--- src/rtl/pairfield_extract.sv ---
module pairfield_extract #(
  parameter int XLEN = 32,
  parameter int IDXW = 4
) (
  input  logic            clk,
  input  logic            rst_n,
  input  logic            in_valid,
  input  logic [31:0]     insn,
  input  logic [XLEN-1:0] hi_val,
  input  logic [XLEN-1:0] lo_val,
  input  logic [XLEN-1:0] off_val,
  input  logic [XLEN-1:0] wid_val,
  output logic            wb_valid,
  output logic [IDXW-1:0] wb_index,
  output logic [XLEN-1:0] wb_data
);
  localparam int SHW   = $clog2(XLEN);
  localparam int PAIRW = 2 * XLEN;
  localparam int AMTW  = SHW + 2;
  localparam int HI_POS  = 6;
  localparam int WID_POS = 16;

  logic            is_extract;
  logic            reg_width;
  logic [SHW-1:0]  offs;
  logic [SHW-1:0]  wid;
  logic [AMTW-1:0] shamt;
  logic [PAIRW-1:0] shifted;
  logic [XLEN-1:0] keep_mask;
  logic [XLEN-1:0] field;

  assign is_extract = insn[15];
  assign reg_width  = insn[14];
  assign offs       = off_val[SHW-1:0];
  assign wid        = reg_width ? wid_val[SHW-1:0] : insn[WID_POS +: SHW];
  assign shamt      = AMTW'(PAIRW) - {2'b00, offs} - {2'b00, wid};
  assign shifted    = {hi_val, lo_val} >> shamt;
  assign keep_mask  = ~({XLEN{1'b1}} << wid);
  assign field      = shifted[XLEN-1:0] & keep_mask;

  wire unused_bits = ^{insn[31:WID_POS+SHW], insn[HI_POS+2*IDXW-1:HI_POS+IDXW],
                       insn[HI_POS-1:0], off_val[XLEN-1:SHW], wid_val[XLEN-1:SHW]};

  always_ff @(posedge clk) begin
    if (!rst_n) begin
      wb_valid <= 1'b0;
      wb_index <= '0;
      wb_data  <= '0;
    end else begin
      wb_valid <= in_valid & is_extract;
      if (in_valid & is_extract) begin
        wb_index <= insn[HI_POS +: IDXW];
        wb_data  <= field;
      end
    end
  end
endmodule

--- config.mk ---
export PLATFORM = sky130hd
export DESIGN_NAME = pairfield_extract
export DESIGN_NICKNAME = d
export VERILOG_FILES = /design/src/rtl/pairfield_extract.sv
export SDC_FILE = /design/constraint.sdc
export NUM_CORES = 1
export LEC_CHECK = 0
export BUFFER_PORTS_ARGS = -buffer_cell sky130_fd_sc_hd__buf_2
export CORE_MARGIN = 5
export CORE_UTILIZATION = 55
export CTS_CLUSTER_DIAMETER = 200
export CTS_CLUSTER_SIZE = 30
export DETAILED_ROUTE_END_ITERATION = 7
export PLACE_DENSITY = 0.88
export SKIP_CTS_REPAIR_TIMING = 1
export SLEW_MARGIN = 20
export SYNTH_ARGS = -nofsm -noshare
export SYNTH_HDL_FRONTEND = slang
export SYNTH_SLANG_ARGS = --single-unit
--- constraint.sdc ---
create_clock -name clk -period 10.5 [get_ports clk]
set_input_delay 2.1 -clock clk [delete_from_list [all_inputs] [get_ports clk]]
set_output_delay 2.1 -clock clk [all_outputs]
set_load 0.02 [all_outputs]
==> results of run 1 <==
[worst paths after layout]
| kind | startpoint | end | slack, ns | cells past startpoint |
|---|---|---|---|---|
| worst min-delay path | wb_data[1] | wb_data[1] | 0.45 | 2 |
| worst max register to register | wb_data[10] | wb_data[10] | 9.48 | 4 |
| worst min register to register | wb_data[1] | wb_data[1] | 0.45 | 2 |
| worst max-delay path | insn[14] | wb_data[7] | 4.05 | 17 |
[stage by stage]
stage	instance area [um^2]	std cells	util (%)	hold WS, ns	setup slack, ns
2_1_floorplan	6120	697	-	0.525	4.66
3_3_place_gp	6730	916	61.8	0.437	3.99
3_5_place_dp	6730	916	61.8	0.445	3.93
4_1_cts	6810	923	62.5	0.461	4.21
5_1_grt	6830	924	62.8	0.482	3.86
6_report	6830	924	62.8	0.455	4.05
[worst reg2reg max path, delay by kind of cell (launching register included)]
family          cells  cell delay [ns]
simple gates        2             0.32
compound gates      2             0.25
flops               1             0.37
[Yosys cell counts (4+ instances only)]
master    number  area share (%)
a221oi_1       5            0.72
a21oi_1       38             3.1
inv_1         18             1.1
nand2_1       71             4.4
a221o_1        4            0.65
o21ai_0       27             2.2
mux2i_1       88              14
a211oi_1       8            0.98
a32oi_1        6            0.86
nor3b_1        4            0.49
nor3_1         8            0.65
a21boi_0       6            0.74
a22oi_1        6            0.74
and2_1         6            0.61
buf_4          7            0.86
dfxtp_1       36              12
buf_2         12            0.98
nand3_1       16             1.3
nor2_1        40             2.5
nand2b_1       8            0.82
and3_1         9            0.92
mux4_2        36              13
clkbuf_1      21             1.3
mux2_2        65              12
o211ai_1      11             1.3
ha_1          10             2.0
nor4_1         4            0.41
a22o_1         4            0.57
o22ai_1       13             1.3
buf_1          6            0.37
a32o_1         6            0.98
buf_6         10             1.8
nor2b_1        4            0.41
o32ai_1        6            0.86
mux4_1         4             1.7
o31ai_1        4            0.49
a31oi_1        5            0.51
[kinds of logic (layout without fill, tap and decap cells)]
kind of cell               count (synthesis)  count (layout)  synth area share, %
muxes                                    195             195                 41.7
AOI/OAI and AO/OA                        187             187                 21.6
and+or+nand+nor                          185             185                 14.3
buffers and inverters                     74             161                 6.44
DFF                                       36              36                 11.8
adders and majority gates                 11              11                 2.37
xor gates and xnor gates                   8               8                 1.70
other                                      1               1               0.0613
[layout make-up]
cell class	count	share of cell area, %
sequential	36	10.5
tap	140	2.56
clock buffer	6	1.06
inverter	18	0.989
clock inverter	1	0.0732
multi-input combinational	587	74.0
timing repair buffer	136	10.7
[layout by cell type, fill, tap and decap left out, types with 5 or more instances in the layout]
cell type	n
a211oi_1	8
a21boi_0	6
a21oi_1	38
a221oi_1	5
a22oi_1	6
a31oi_1	5
a32o_1	6
a32oi_1	6
and2_1	6
and3_1	9
buf_2	123
buf_4	12
clkbuf_8	5
dfxtp_1	36
ha_1	8
inv_1	18
mux2_2	65
mux2i_1	88
mux4_2	36
nand2_1	71
nand2b_1	8
nand3_1	16
nor2_1	40
nor3_1	8
o211ai_1	11
o21ai_0	27
o22ai_1	13
o32ai_1	6
[state kept, by name, indices dropped and copies added, names as in the netlist]
register / cells
wb_data: 31
wb_index: 4
wb_valid: 1
[power by group]
part / internal (mW) / switching, mW / leakage (nW)
Clock: 0.0451 / 0.0483 / 0.0410
Sequential: 0.148 / 0.00861 / 0.292
Combinational: 0.366 / 0.551 / 2.55
Total: 0.560 / 0.608 / 2.89
[layer usage]
layer / part of all wire, % / vias up / track usage [%]
met3: 13 / 93 / 5.27
met1: 38 / 3031 / 41.3
met5: 0 / - / 0
met2: 44 / 530 / 46.6
li1: - / 2914 / -
met4: 5.5 / 0 / 13.5
==> impl_metrics.yaml, run 1 <==
run_status:
  status: "complete, no violations"
die:
  dieWidth_um: 116
  ioPinCount: 200
  fp-row-count: 38
  die_area_um2: 13300
  core_area_um2: 10900
  die_h_um: 116
  initial_core_util_pct: 56.2
routing:
  antenna_left: 0
  drc: 0
  drt_iter0_markers: 821
  wl_um: 20900
  dr.pass1.iters: 5
  via_count: 6568
  wl_per_cell_um: 22.7
  vias_per_cell: 7.11
sta:
  setup_viol: 0
  fin_crit_sh_pct: 61.4
  finalHoldViolations: 0
  slew_headroom_pct: 41.5
  tns_ns: 0
  rsz0062_at_grt: "no"
  final.setup_skew_ns: 0
  tightest_slew_ns: 0.875
  timing.fmax_mhz: 155
  finalCriticalPeriod_ns: 6.45
  slew_viol_final: 0
clock_tree:
  cts_tree: "built"
  clock_latency_ns: 0.28
  cts_max_level: 2
  cts-root-buf: "clkbuf_8"
  clock_sinks: 36
  cts_made_buffers: 5
  clk_pin_slew_ns: 0.07
  clk_path_buf_depth: 2
place:
  place_congestion: 1.03
  hpwl_um: 16100
  io_buffer_count: 123
worst_setup_path:
  crit_fanout: 59
  path_class: "in2reg"
  cp-end-kind: "flip-flop"
  critical_path_required_ns: 10.70
  worstSetupStartpointType: "input pin"
  cpMaxStageDelayCell: "fa_2"
  critical_path.top_delay_family: "buffers and inverters"
  cp_cell_sequence: "buf_2 -> nor2b_1 -> a21oi_1 -> inv_1 -> ha_1 -> inv_1 -> ha_2 -> inv_1 -> fa_2 -> buf_4 -> inv_1 -> buf_4 -> nor2_1 -> a22oi_1 -> a211oi_1 -> a221oi_1 -> o31ai_1"
  slowest_delay_ns: 0.55
  path_buf_inv: 7
  cp_common_cell: "inv_1"
  cp_data_arrival_time_ns: 6.65
finish:
  nets: 958
  drive_above_1_share_pct: 33.0
  antenna_cells: 0
  fillers: 938
  regArea_um2: 721
  area_growth_pct: 11.6
  multiInputGateArea_um2: 5060
yosys:
  synth_seq_cells: 36
  syn_area_um2: 6120
  postSynthCellCount: 697
  yosys_warnings: 0
  avgSynthCellArea_um2: 8.78
  syn_nets: 871
  synthFlopType: "dfxtp_1"
  synthArstFlopShare_pct: 0
  yosysUniqueCellTypes: 79
  ys_seq_area_share_pct: 11.8
  synth-edff-count: 0
global_routing:
  grt_pass1_vias: 5945
  antenna_found_initial: 0
  grt_pass1_wl_um: 32100
  grt_usage_pct: 30.2
  overflow: 0
  grt_start_max_net_pins: 60
pwr:
  power_density_nw_per_um2: 171
  p_leak_nw: 2.89
  power_mw: 1.17
  irDropWorstVdd_mv: 0.144
hold_path:
  hold_path.class: "reg2reg"
run:
  drv_cap: 0
Power figures use the tool's default switching activity.
==> run 2: changes to the inputs <==
ABC_AREA = 1   (was default)
CORE_UTILIZATION = 47   (was 55)
PLACE_DENSITY = 0.81   (was 0.88)
clock period = 5.8 ns   (was 10.5 ns; I/O delays follow)
==> run 2 against run 1 <==
Design area is 5.8% lower; total power rose by 79%; flip-flop and latch count did not move; via count increased by 19%; sequential share of layout area up 0.65 points; global-route usage shrank 2.7 points; count of clock-buffer cells in the layout grew 1; non-clock buffer count rose by 2; critical endpoint is now wb_data[12]; largest power group unchanged; highest routed layer unchanged.
==> impl_metrics.yaml, run 2 <==
routing:
  antenna_left: 0
  via_count: 7801
  dr.pass1.iters: 6
  wl_per_cell_um: 15.3
  drc: 0
  wl_um: 20300
  drt_iter0_markers: 969
  vias_per_cell: 5.87
sta:
  tns_ns: 0
  setup_viol: 0
  finalHoldViolations: 0
  tightest_slew_ns: 1.15
  slew_viol_final: 0
  slew_headroom_pct: 23.1
  fin_crit_sh_pct: 81.5
  rsz0062_at_grt: "no"
  finalCriticalPeriod_ns: 4.73
  final.setup_skew_ns: 0
  timing.fmax_mhz: 212
yosys:
  synth_most_common_cell: "nand2_1"
  synthFlopType: "dfxtp_1"
  synth-edff-count: 0
  synth_top_area_share_pct: 33.1
  synthArstFlopShare_pct: 0
  netlist_top_cells_count: "nand2_1, nand3_1, a21oi_1"
  syn_nets: 1287
  yosysUniqueCellTypes: 34
  avgSynthCellArea_um2: 5.16
  ys_seq_area_share_pct: 12.5
  yosys_warnings: 0
  syn_area_um2: 5740
  synth_top_cell_by_area: "nand3_1"
  postSynthCellCount: 1113
  synth_area_leaders: "nand3_1, nand2_1, dfxtp_1, a21oi_1, buf_2"
  synth_seq_cells: 36
global_routing:
  overflow: 0
  antenna_found_initial: 0
  grt_pass1_wl_um: 33100
  grt_usage_pct: 27.5
  grt_start_max_net_pins: 75
  grt_pass1_vias: 7092
die:
  fp-row-count: 40
  die_h_um: 121
  initial_core_util_pct: 47.8
  dieWidth_um: 121
  die_area_um2: 14500
  ioPinCount: 200
  core_area_um2: 12000
finish:
  nets: 1355
  largest_reg_flops: 31
  largestRegisters: "wb_data x31, wb_index x4, wb_valid x1"
  utilization_pct: 53.6
  layout_commonest_cell: "nand2_1"
  antenna_cells: 0
  regMostFlops: "wb_data"
  final_cell_mix: "nand2_1, nand3_1, buf_2, a21oi_1, inv_1"
  area_growth_pct: 12.1
  drive_above_1_share_pct: 13.9
worst_setup_path:
  cp_data_arrival_time_ns: 4.84
  crit_fanout: 19
  critical_path.top_delay_family: "buffers and inverters"
  path_class: "in2reg"
  cp_cell_sequence: "buf_2 -> o21ai_1 -> inv_1 -> ha_1 -> inv_1 -> ha_1 -> inv_1 -> fa_2 -> clkinv_1 -> buf_4 -> nand3_1 -> nand3_1 -> nand3_1 -> nand2_1 -> nand2_1 -> nor2_1 -> nand2_1 -> a21oi_1"
  slowest_delay_ns: 0.57
  worstSetupStartpointType: "input pin"
  cpMaxStageDelayCell: "fa_2"
  path_buf_inv: 6
  critical_path_required_ns: 5.92
  cp-end-kind: "flip-flop"
clock_tree:
  clock_latency_ns: 0.28
  clk_pin_slew_ns: 0.05
  clk_path_buf_depth: 2
  clock_sinks: 36
  cts-root-buf: "clkbuf_16"
  cts_tree: "built"
  cts_max_level: 2
  cts_made_buffers: 5
place:
  io_buffer_count: 123
  place_congestion: 1.05
  hpwl_um: 15900
pwr:
  p_leak_nw: 3.33
  irDropWorstVdd_mv: 0.207
  power_density_nw_per_um2: 324
run_status:
  status: "complete, no violations"
run:
  drv_cap: 0
hold_path:
  hold_path.class: "reg2reg"
-- run 2: cell types whose count changed after synthesis, sizes merged, moves of 9 or more --
cell / before / now
inv: 18 / 50
and3: 9 / 0
buf: 35 / 59
nand4: 2 / 13
mux4: 40 / 0
nand3: 16 / 381
a21oi: 38 / 54
mux2: 67 / 0
o22ai: 13 / 0
nand2: 72 / 399
mux2i: 88 / 0
-- run 2: path summary, 6_finish.rpt --
kind / from / end / slack [ns] / cells past startpoint
max: insn[14] / wb_data[12] / 1.07 / 18
min: wb_data[7] / wb_data[7] / 0.46 / 2
max reg2reg: wb_data[10] / wb_data[10] / 5.12 / 4
min reg2reg: wb_data[7] / wb_data[7] / 0.46 / 2
-- run 2: area by class of cell --
type	count	area [um^2]
sequential	36	721
clock inverter	1	30.0
inverter	51	191
clock buffer	7	153
multi-input combinational	949	4420
timing repair buffer	138	741
fill	1363	5570
tap	147	184
-- run 2: metal layers --
layer / track usage (%) / up-vias / part of all wire (%)
li1: - / 3878 / -
met5: 0 / - / 0
met2: 47.9 / 403 / 48
met1: 32.9 / 3442 / 39
met4: 14.0 / 0 / 5.6
met3: 3.74 / 78 / 7.7
-- run 2: worst reg2reg max path: cells and delay by family (launching register included) --
kind,cells,cell delay [ns]
flops,1,0.31
buf+inv,1,0.05
simple gates,3,0.18
-- run 2: cells by family after synthesis --
logic type	synth area share (%)
simple gates	65.1
compound gates	8.15
flops	12.5
fa+ha+maj	2.53
xor+xnor	0.959
buf+inv	10.6
other cells	0.0653
-- run 2: through the flow --
stage,hold WS (ns),worst slack (ns),cell area [um^2],power (mW),cells
2_1_floorplan,0.545,1.80,5740,1.40,1113
3_3_place_gp,0.452,0.957,6250,1.72,1321
3_5_place_dp,0.452,0.881,6250,1.73,1321
4_1_cts,0.461,1.17,6440,2.05,1329
5_1_grt,0.471,0.802,6440,2.27,1329
6_report,0.460,1.07,6440,2.09,1329
-- run 2: power breakdown --
part	leakage (nW)	internal, mW	switching, mW
logic	2.95	0.458	1.03
registers	0.293	0.270	0.0106
clock network	0.0901	0.226	0.0937
total	3.33	0.953	1.13
